File: src/rtl/idx_xfer_pkg.sv
package idx_xfer_pkg;
    localparam logic [2:0] OP_LDI    = 3'd0;
    localparam logic [2:0] OP_ADD    = 3'd1;
    localparam logic [2:0] OP_GLYPH  = 3'd2;
    localparam logic [2:0] OP_DIGITS = 3'd3;
    localparam logic [2:0] OP_STORE  = 3'd4;
    localparam logic [2:0] OP_LOAD   = 3'd5;

    typedef enum logic [2:0] {
        S_IDLE, S_EXEC, S_TENS, S_DIG, S_XFER, S_DRAIN
    } st_e;
endpackage

File: src/rtl/idx_calc.sv
module idx_calc
    import idx_xfer_pkg::*;
#(
    parameter int IDX_W        = 16,
    parameter int ADDR_W       = 12,
    parameter int XW           = 4,
    parameter int FONT_BASE    = 'h050,
    parameter int GLYPH_STRIDE = 5
) (
    input  logic [2:0]        op,
    input  logic [IDX_W-1:0]  index,
    input  logic [ADDR_W-1:0] imm,
    input  logic [7:0]        rdata,
    input  logic [XW-1:0]     x,
    input  logic              compat,
    output logic [IDX_W-1:0]  index_next
);
    always_comb begin
        case (op)
            OP_LDI:   index_next = IDX_W'(imm);
            OP_ADD:   index_next = index + IDX_W'(rdata);
            OP_GLYPH: index_next = IDX_W'(FONT_BASE)
                                 + IDX_W'(GLYPH_STRIDE) * IDX_W'(rdata[3:0]);
            OP_STORE, OP_LOAD:
                index_next = compat ? index + IDX_W'(x) + IDX_W'(1) : index;
            default:  index_next = index;
        endcase
    end
endmodule

File: src/rtl/idx_addr_gen.sv
module idx_addr_gen #(
    parameter int IDX_W  = 16,
    parameter int ADDR_W = 12,
    parameter int XW     = 4
) (
    input  logic [IDX_W-1:0]  index,
    input  logic [XW-1:0]     offset,
    output logic [ADDR_W-1:0] addr
);
    // Address space wraps: only the low ADDR_W bits of the sum survive.
    assign addr = index[ADDR_W-1:0] + ADDR_W'(offset);
endmodule

File: src/rtl/idx_hund_split.sv
module idx_hund_split (
    input  logic [7:0] value,
    output logic [1:0] hund,
    output logic [7:0] rem
);
    always_comb begin
        if (value >= 8'd200) begin
            hund = 2'd2;
            rem  = value - 8'd200;
        end else if (value >= 8'd100) begin
            hund = 2'd1;
            rem  = value - 8'd100;
        end else begin
            hund = 2'd0;
            rem  = value;
        end
    end
endmodule

File: src/rtl/idx_xfer_unit.sv
module idx_xfer_unit
    import idx_xfer_pkg::*;
#(
    parameter int IDX_W        = 16,
    parameter int ADDR_W       = 12,
    parameter int NREG         = 16,
    parameter int FONT_BASE    = 'h050,
    parameter int GLYPH_STRIDE = 5
) (
    input  logic                    clk,
    input  logic                    rst_n,
    input  logic                    start_i,
    input  logic [2:0]              op_i,
    input  logic [$clog2(NREG)-1:0] sel_i,
    input  logic [ADDR_W-1:0]       imm_i,
    input  logic                    compat_i,
    output logic [$clog2(NREG)-1:0] rf_raddr_o,
    input  logic [7:0]              rf_rdata_i,
    output logic                    rf_we_o,
    output logic [$clog2(NREG)-1:0] rf_waddr_o,
    output logic [7:0]              rf_wdata_o,
    output logic [ADDR_W-1:0]       mem_addr_o,
    output logic                    mem_we_o,
    output logic                    mem_re_o,
    output logic [7:0]              mem_wdata_o,
    input  logic [7:0]              mem_rdata_i,
    output logic [IDX_W-1:0]        index_o,
    output logic                    done_o
);
    localparam int XW = $clog2(NREG);

    typedef struct packed {
        st_e               st;
        logic [2:0]        op;
        logic [XW-1:0]     x;
        logic [ADDR_W-1:0] imm;
        logic              compat;
        logic [IDX_W-1:0]  index;
        logic [XW-1:0]     cnt;
        logic [7:0]        work;
        logic [3:0]        tens;
        logic [3:0]        hund;
        logic              done;
        logic              pend;
        logic [XW-1:0]     pend_reg;
    } state_t;

    state_t cur_q, nxt_d;
    logic [IDX_W-1:0] calc_index;
    logic [XW-1:0]    offset;
    logic [1:0]       h_split;
    logic [7:0]       r_split;

    idx_calc #(
        .IDX_W(IDX_W), .ADDR_W(ADDR_W), .XW(XW),
        .FONT_BASE(FONT_BASE), .GLYPH_STRIDE(GLYPH_STRIDE)
    ) i_calc (
        .op(cur_q.op), .index(cur_q.index), .imm(cur_q.imm),
        .rdata(rf_rdata_i), .x(cur_q.x), .compat(cur_q.compat),
        .index_next(calc_index)
    );

    idx_addr_gen #(.IDX_W(IDX_W), .ADDR_W(ADDR_W), .XW(XW)) i_addr (
        .index(cur_q.index), .offset(offset), .addr(mem_addr_o)
    );

    idx_hund_split i_split (.value(rf_rdata_i), .hund(h_split), .rem(r_split));

    always_comb begin
        nxt_d       = cur_q;
        nxt_d.done  = 1'b0;
        nxt_d.pend  = 1'b0;
        rf_raddr_o  = cur_q.x;
        offset      = cur_q.cnt;
        mem_we_o    = 1'b0;
        mem_re_o    = 1'b0;
        mem_wdata_o = '0;
        case (cur_q.st)
            S_IDLE: begin
                if (start_i) begin
                    nxt_d.op     = op_i;
                    nxt_d.x      = sel_i;
                    nxt_d.imm    = imm_i;
                    nxt_d.compat = compat_i;
                    nxt_d.st     = S_EXEC;
                end
            end
            S_EXEC: begin
                if (cur_q.op == OP_DIGITS) begin
                    nxt_d.hund = 4'(h_split);
                    nxt_d.work = r_split;
                    nxt_d.tens = '0;
                    nxt_d.st   = S_TENS;
                end else if (cur_q.op == OP_STORE || cur_q.op == OP_LOAD) begin
                    nxt_d.cnt = '0;
                    nxt_d.st  = S_XFER;
                end else begin
                    nxt_d.index = calc_index;
                    nxt_d.done  = 1'b1;
                    nxt_d.st    = S_IDLE;
                end
            end
            S_TENS: begin
                if (cur_q.work >= 8'd10) begin
                    nxt_d.work = cur_q.work - 8'd10;
                    nxt_d.tens = cur_q.tens + 4'd1;
                end else begin
                    nxt_d.cnt = '0;
                    nxt_d.st  = S_DIG;
                end
            end
            S_DIG: begin
                mem_we_o = 1'b1;
                if (cur_q.cnt == XW'(0))      mem_wdata_o = 8'(cur_q.hund);
                else if (cur_q.cnt == XW'(1)) mem_wdata_o = 8'(cur_q.tens);
                else                          mem_wdata_o = cur_q.work;
                if (cur_q.cnt == XW'(2)) begin
                    nxt_d.done = 1'b1;
                    nxt_d.st   = S_IDLE;
                end else begin
                    nxt_d.cnt = cur_q.cnt + XW'(1);
                end
            end
            S_XFER: begin
                rf_raddr_o = cur_q.cnt;
                if (cur_q.op == OP_STORE) begin
                    mem_we_o    = 1'b1;
                    mem_wdata_o = rf_rdata_i;
                end else begin
                    mem_re_o       = 1'b1;
                    nxt_d.pend     = 1'b1;
                    nxt_d.pend_reg = cur_q.cnt;
                end
                if (cur_q.cnt == cur_q.x) begin
                    if (cur_q.op == OP_STORE) begin
                        nxt_d.index = calc_index;
                        nxt_d.done  = 1'b1;
                        nxt_d.st    = S_IDLE;
                    end else begin
                        nxt_d.st = S_DRAIN;
                    end
                end else begin
                    nxt_d.cnt = cur_q.cnt + XW'(1);
                end
            end
            S_DRAIN: begin
                nxt_d.index = calc_index;
                nxt_d.done  = 1'b1;
                nxt_d.st    = S_IDLE;
            end
            default: nxt_d.st = S_IDLE;
        endcase
    end

    always_ff @(posedge clk) begin
        if (!rst_n) begin
            cur_q <= '0;
        end else begin
            cur_q <= nxt_d;
        end
    end

    assign rf_we_o    = cur_q.pend;
    assign rf_waddr_o = cur_q.pend_reg;
    assign rf_wdata_o = mem_rdata_i;
    assign index_o    = cur_q.index;
    assign done_o     = cur_q.done;

    a_r1_idle_quiet: assert property (@(posedge clk) disable iff (!rst_n)
        (cur_q.st == S_IDLE) |-> (!mem_we_o && !mem_re_o));
    a_r9_done_pulse: assert property (@(posedge clk) disable iff (!rst_n)
        done_o |=> !done_o);
    a_r5_digit_range: assert property (@(posedge clk) disable iff (!rst_n)
        (cur_q.st == S_DIG) |-> (mem_wdata_o <= 8'd9));
    a_r6_ascending: assert property (@(posedge clk) disable iff (!rst_n)
        (cur_q.st == S_XFER && $past(cur_q.st) == S_XFER)
        |-> ((mem_addr_o - $past(mem_addr_o)) == ADDR_W'(1)));
    a_r6_one_access: assert property (@(posedge clk) disable iff (!rst_n)
        $onehot0({mem_we_o, mem_re_o}));
    a_r7_write_follows_read: assert property (@(posedge clk) disable iff (!rst_n)
        rf_we_o |-> $past(mem_re_o));
    a_r8_index_on_done: assert property (@(posedge clk) disable iff (!rst_n)
        !done_o |-> $stable(index_o));
endmodule

File: config.mk
export PLATFORM = sky130hd
export DESIGN_NAME = idx_xfer_unit
export DESIGN_NICKNAME = d
export VERILOG_FILES = /design/src/rtl/idx_xfer_pkg.sv /design/src/rtl/idx_calc.sv /design/src/rtl/idx_addr_gen.sv /design/src/rtl/idx_hund_split.sv /design/src/rtl/idx_xfer_unit.sv
export SDC_FILE = /design/constraint.sdc
export NUM_CORES = 1
export LEC_CHECK = 0
export CELL_PAD_IN_SITES_DETAIL_PLACEMENT = 1
export CELL_PAD_IN_SITES_GLOBAL_PLACEMENT = 2
export CORE_MARGIN = 1
export CORE_UTILIZATION = 33
export CTS_CLUSTER_DIAMETER = 150
export DETAILED_ROUTE_END_ITERATION = 6
export PLACE_DENSITY = 0.95
export SKIP_LAST_GASP = 1
export SYNTH_ARGS = -nofsm -noshare
export SYNTH_HDL_FRONTEND = slang
export SYNTH_SLANG_ARGS = --single-unit
File: constraint.sdc
create_clock -name clk -period 6.6 [get_ports clk]
set_input_delay 1.32 -clock clk [delete_from_list [all_inputs] [get_ports clk]]
set_output_delay 1.32 -clock clk [all_outputs]
set_load 0.01 [all_outputs]
==> flow_metrics.tcl, run 1 <==
set metrics [dict create \
    outcome "completed" \
    routed_wl_um 18600 \
    dp_hpwl_um 13600 \
    cts_sinks 63 \
    final_nets 808 \
    drive_gt1_frac 0.0462 \
    root_buffer "clkbuf_16" \
    max-vdd-ir-drop_v 0.000127 \
    r2r_end "offset[2]$_SDFFE_PN0P_" \
    critical_path_class "reg -> out" \
    ioPinCount 95 \
    drcViolationCount 0 \
    clock_path_buffers 2 \
    required_ps 5280 \
    hold_viol_final 0 \
    route.met2.wl_um 8500 \
    reg2reg_setup_slack_ps 3790 \
    hp-class "reg -> reg" \
    grt_pass1_wl_um 29400 \
    ys_ff_latch 63 \
    grt_pass1_vias 5517 \
    timing.rr.start "cur_q[60]$_SDFFE_PN0P_" \
    critPathBufInv 2 \
    rows 45 \
    cts_made_buffers 9 \
    final.setup.tns_ps 0 \
    critPathTopFamily "simple AND/OR/NAND/NOR gates" \
    drt_iter0_markers 266 \
    clk-insertion-delay-late_ps 340 \
    async_flop_share 0 \
    finClkSkew_ps 8.32 \
    yosys.area_share.adder 0.0969 \
    synth_nets 784 \
    finalSetupViolCount 0 \
    r2r_cells 7 \
    cp.arrival_ps 3460 \
    cts_resized 0 \
    cts_tree "yes" \
    power_density_nw_per_um2 181 \
    wl_met1_um 8450 \
    netlist-cell-type-count 70 \
    die-area_um2 16500 \
    worst_pin_slew_ps 1010 \
    area_growth_pct 18.4 \
    vias 5431 \
    holdPathStages 2 \
    antenna_cells 0 \
    cpMaxStageDelayCell "nor3_1" \
    syn_inst 707 \
    crit_path_max_incr_delay_ps 800 \
    syn_area_um2 5290 \
    synthXorXnorAreaFrac 0.0530 \
    synthSimpleGateAreaFrac 0.230 \
    maxSlewHeadroom 0.324 \
    synth_mux_area_frac 0.0175 \
    whs_ps 465 \
    overflow 0 \
    layout.cells.non_filler 947 \
    cts_setup_buffers 0 \
    yosysWarnings 0 \
    leakagePower_nw 2.38 \
    dr.pass1.iters 4 \
    ys.flop_type "dfxtp_1" \
    clk_pin_slew_ps 60 \
    layout_min_cycle_time_ps 4780 \
    grt_max_degree 49 \
    synth_edf_count 0 \
    dr.max_layer_used "met4" \
    dieWidth_um 129 \
    htreeDepth 3 \
    crit_chain "or3b_2 > nor3_1 > inv_1 > o22ai_1 > clkdlybuf4s50_1" \
    vias_per_cell 5.73 \
    track_usage 0.229 \
    path_max_fanout 19 \
    drv_slew 0 \
    postCtsHoldBufs 0 \
    finalCritPeriodShare 0.724 \
    syn_avg_cell_area_um2 7.48 \
    core-area_um2 15400 \
    numPortBuffers 78 \
    synth_top_family_by_area "compound AO/OA/AOI/OAI gates" \
    wl_per_cell_um 19.7 \
    maxCapViolCount 0 \
    antenna_found_initial 1 \
    timing.fmax_mhz 209 \
    grt_setup_unrepaired "false" \
    final_common_cell "nand2_1" \
    cp-end-kind "output pin" \
    hold_path_end "cur_q[42]$_SDFFE_PN0P_" \
    met3RoutedLength_um 1170 \
    die_h_um 129 \
    synth_compound_area_frac 0.273 \
    n_fill_cell 1897 \
    start_util 0.343 \
    hp-start "cur_q[42]$_SDFFE_PN0P_" \
    cp-start-kind "flip-flop" \
    ys_seq_area_frac 0.238 \
    ant_nets 0 \
    place_congestion 0.929 \
    dp_cells 931 \
    layout_common_cells "108 x nand2_1, 78 x clkdlybuf4s50_1, 67 x a21oi_1" \
]
synth_stat cells, drive strengths merged, types with 3 or more instances:
master	number	area (um2)
a2111oi	3	45.1
a211o	3	26.3
a211oi	9	72.6
a21o	7	52.6
a21oi	67	335
a22o	3	26.3
a31oi	9	56.3
a41oi	3	26.3
and2	4	25.0
and3	8	50.1
buf	37	273
clkbuf	31	116
dfxtp	63	1260
fa	5	100
ha	33	413
inv	25	93.8
mux2i	7	70.1
nand2	108	405
nand2b	8	50.1
nand3	18	90.1
nand4	8	50.1
nor2	47	176
nor2b	13	81.3
nor3	15	75.1
nor3b	6	50.1
nor4	4	40.0
o2111ai	7	61.3
o211a	3	30.0
o211ai	10	88.8
o21a	7	52.6
o21ai	50	250
o21bai	5	37.5
o22ai	3	18.8
o31ai	5	37.5
or3	4	25.0
or3b	3	26.3
xnor2	19	166
xor2	13	114
kinds of logic (layout without fill, tap and decap cells):
family / count (synthesis) / after routing
mux: 9 / 9
fa+ha+maj: 38 / 38
buf+inv: 93 / 122
simple gates: 255 / 255
compound gates: 217 / 217
xor+xnor: 32 / 32
flops: 63 / 63
cell type report:
| type | count | area, um2 | share of cell area |
|---|---|---|---|
| Clock inverter | 4 | 45.0 | 0.00719 |
| Tap cell | 211 | 264 | 0.0421 |
| Inverter | 25 | 93.8 | 0.0150 |
| Sequential cell | 63 | 1260 | 0.201 |
| Multi-Input combinational cell | 551 | 3550 | 0.567 |
| Clock buffer | 12 | 246 | 0.0393 |
| Timing Repair Buffer | 81 | 803 | 0.128 |
how the worst max path moves through the flow:
stage | from | end | slack, ps | cells past startpoint
finish | cur_q[64]$_SDFFE_PN0P_ | mem_wdata_o[2] | 1820 | 5
global placement | rf_rdata_i[3] | mem_wdata_o[3] | 2310 | 4
floorplan | cur_q[64]$_SDFFE_PN0P_ | mem_wdata_o[4] | 3410 | 5
global route | cur_q[64]$_SDFFE_PN0P_ | mem_wdata_o[3] | 1680 | 5
detailed placement | cur_q[64]$_SDFFE_PN0P_ | mem_wdata_o[2] | 2190 | 5
CTS | cur_q[64]$_SDFFE_PN0P_ | mem_wdata_o[2] | 1790 | 5
flip-flops by register name, indices dropped and copies added (netlist names):
register    count
offset          4
index_o        16
done_o          1
rf_we_o         1
rf_waddr_o      4
cur_q          37
stage by stage:
stage | utilization | worst slack [ps] | total power [mW] | area (um2)
after global placement | 0.387 | 2310 | 0.646 | 5970
after detailed placement | 0.387 | 2190 | 0.655 | 5970
after global routing | 0.406 | 1680 | 1.18 | 6270
final | 0.406 | 1820 | 1.14 | 6270
after floorplan | - | 3410 | 0.572 | 5290
after CTS | 0.406 | 1790 | 1.14 | 6270
worst min-delay path, delay by kind of cell (launching register included):
family           cells  cell delay [ps]
AO/OA/AOI/OAI        1               50
flip-flops           1              310
AND/OR/NAND/NOR      1               50
layer usage:
metal / vias up / global-route usage
li1: 2561 / -
met4: 0 / 0.101
met1: 2660 / 0.307
met2: 182 / 0.366
met3: 28 / 0.0341
met5: - / 0
power breakdown:
group / total [mW] / internal [mW] / switching [mW]
registers: 0.416 / 0.393 / 0.0226
logic: 0.235 / 0.0964 / 0.139
clock network: 0.485 / 0.301 / 0.184
total: 1.14 / 0.791 / 0.346
Note: power is estimated with default switching activity, not from simulation.
==> run 2: changes to the inputs <==
--- a/config.mk
+++ b/config.mk
@@ -8,10 +8,10 @@
 export CELL_PAD_IN_SITES_DETAIL_PLACEMENT = 1
 export CELL_PAD_IN_SITES_GLOBAL_PLACEMENT = 2
 export CORE_MARGIN = 1
-export CORE_UTILIZATION = 33
+export CORE_UTILIZATION = 28
 export CTS_CLUSTER_DIAMETER = 150
 export DETAILED_ROUTE_END_ITERATION = 6
-export PLACE_DENSITY = 0.95
+export PLACE_DENSITY = 0.87
 export SKIP_LAST_GASP = 1
 export SYNTH_ARGS = -nofsm -noshare
 export SYNTH_HDL_FRONTEND = slang
==> constraint.sdc (replaced) <==
create_clock -name clk -period 4.3 [get_ports clk]
set_input_delay 0.86 -clock clk [delete_from_list [all_inputs] [get_ports clk]]
set_output_delay 0.86 -clock clk [all_outputs]
set_load 0.01 [all_outputs]
==> run 2 against run 1 <==
  * Sequential cell count did not move
  * Register-to-register slack got worse by 2200 ps
  * Global-route usage decreased by 3.5 points
  * Setup slack worse by 1400 ps
  * Critical endpoint is now mem_addr_o[10]
  * Largest cell class unchanged
  * Highest routed layer unchanged
==> flow_metrics.tcl, run 2 (synthesis results as in run 1) <==
set metrics [dict create \
    finalCritPeriodShare 0.893 \
    maxCapViolCount 0 \
    n_fill_cell 2234 \
    drive_gt1_frac 0.0564 \
    drcViolationCount 0 \
    grt_max_degree 48 \
    area_growth_pct 19.8 \
    dieWidth_um 139 \
    r2r_cells 6 \
    grt_pass1_vias 5164 \
    rows 49 \
    ioPinCount 95 \
    cts_made_buffers 9 \
    critPathTopFamily "buffers and inverters" \
    vias 5289 \
    grt_pass1_wl_um 29300 \
    startpoint "offset[0]$_SDFFE_PN0P_" \
    register_area_um2 1260 \
    wl_per_cell_um 18.9 \
    overflow 0 \
    finalSetupViolCount 0 \
    path_max_fanout 9 \
    timing.rr.start "cur_q[59]$_SDFFE_PN0P_" \
    crit_chain "ha_1 > inv_1 > fa_1 > inv_1 > a21o_1 > a21oi_1 > nor3_1 > xor2_1 > clkdlybuf4s50_1" \
    required_ps 3440 \
    layout_min_cycle_time_ps 3840 \
    track_usage 0.195 \
    timing.fmax_mhz 260 \
    routed_wl_um 18400 \
    place_congestion 0.896 \
    critical_path_class "reg -> out" \
    hp-class "reg -> reg" \
    cts_sinks 63 \
    start_util 0.290 \
    drt_iter0_markers 277 \
    crit_path_max_incr_delay_ps 560 \
    cts_setup_buffers 0 \
    hp-start "cur_q[42]$_SDFFE_PN0P_" \
    finClkSkew_ps 6.66 \
    cp-start-kind "flip-flop" \
    whs_ps 454 \
    final_nets 817 \
    numPortBuffers 78 \
    multi_input_area_um2 3550 \
    final.setup.tns_ps 0 \
    antenna_found_initial 0 \
    grt_setup_unrepaired "false" \
    clk_pin_slew_ps 50 \
    clk-insertion-delay-late_ps 350 \
    core-area_um2 18300 \
    antenna_cells 0 \
    largest_reg_flops 37 \
    clock_path_buffers 2 \
    layout_common_cells "108 x nand2_1, 78 x clkdlybuf4s50_1, 67 x a21oi_1" \
    critPathBufInv 3 \
    holdPathStages 2 \
    ant_nets 0 \
    hold_viol_final 0 \
    vias_per_cell 5.43 \
    root_buffer "clkbuf_16" \
    dp_slack_ps 761 \
    power_density_nw_per_um2 268 \
    cts_tree "yes" \
    regMostFlops "cur_q" \
    worst_pin_slew_ps 966 \
    dp_hpwl_um 13700 \
    final_common_cell "nand2_1" \
    cp.arrival_ps 2980 \
    cts_resized 0 \
    cp.depth 9 \
    outcome "completed" \
    dr.pass1.iters 5 \
    die_h_um 139 \
    max-vdd-ir-drop_v 0.000182 \
    maxSlewHeadroom 0.354 \
    cpMaxStageDelayCell "clkdlybuf4s50_1" \
    htreeDepth 3 \
    power.total_mw 1.70 \
    postCtsHoldBufs 0 \
    drv_slew 0 \
    finalWorstSetupSlack_ps 459 \
    cp_common_cell "inv_1" \
    cp-end-kind "output pin" \
    leakagePower_nw 2.41 \
    die-area_um2 19500 \
]
run 2: cell count changes in the layout (fill, tap and decap cells not counted), sizes merged:
cell      previous run  this run
bufinv               1         0
clkinv               3         2
buf                  3        12
clkinvlp             0         1
clkbuf              12        13
run 2: power by group:
group	switching [mW]	leakage, nW	internal (mW)	total, mW
Sequential	0.0304	0.512	0.604	0.634
Combinational	0.213	1.76	0.151	0.364
Clock	0.279	0.136	0.420	0.699
run 2: cell type report:
type | count | share of cell area
clock buffer | 13 | 0.0411
inverter | 25 | 0.0148
sequential | 63 | 0.199
clock inverter | 3 | 0.00276
multi-input combinational | 551 | 0.560
timing repair buffer | 90 | 0.137
tap | 229 | 0.0452
run 2: path summary, 6_finish.rpt:
| check | to | slack [ps] |
|---|---|---|
| worst max register to register | cur_q[17]$_SDFFE_PN0P_ | 1550 |
| worst min-delay path | cur_q[42]$_SDFFE_PN0P_ | 450 |
| worst min register to register | cur_q[42]$_SDFFE_PN0P_ | 450 |
| worst max-delay path | mem_addr_o[10] | 460 |
run 2: through the flow:
stage / instance area (um2) / std cells / utilization
floorplan: 5290 / 707 / -
detailed placement: 6060 / 958 / 0.332
CTS: 6340 / 974 / 0.347
global route: 6340 / 974 / 0.347
finish: 6340 / 974 / 0.347
global placement: 6060 / 958 / 0.332
run 2: worst reg2reg max path, stage by stage, from the launching register on:
cell and delay [ps]:
dfxtp_1 700, nor2b_1 730, nand2_1 330, nand2_1 440, o21ai_0 160, a21oi_1 180
a21oi_1 80
run 2: per-layer routing:
metal  wire (um)  track usage
met1        9160        0.277
met2        8030        0.299
met3         944       0.0348
met4         233       0.0550
met5           0            0
==> run 3: changes to the inputs <==
--- a/config.mk
+++ b/config.mk
@@ -7,7 +7,6 @@
 export LEC_CHECK = 0
 export CELL_PAD_IN_SITES_DETAIL_PLACEMENT = 1
 export CELL_PAD_IN_SITES_GLOBAL_PLACEMENT = 2
-export CORE_MARGIN = 1
 export CORE_UTILIZATION = 28
 export CTS_CLUSTER_DIAMETER = 150
 export DETAILED_ROUTE_END_ITERATION = 6
==> results of run 3 <==
Same layout as run 2: the final DEF is identical, and so are final timing and power.
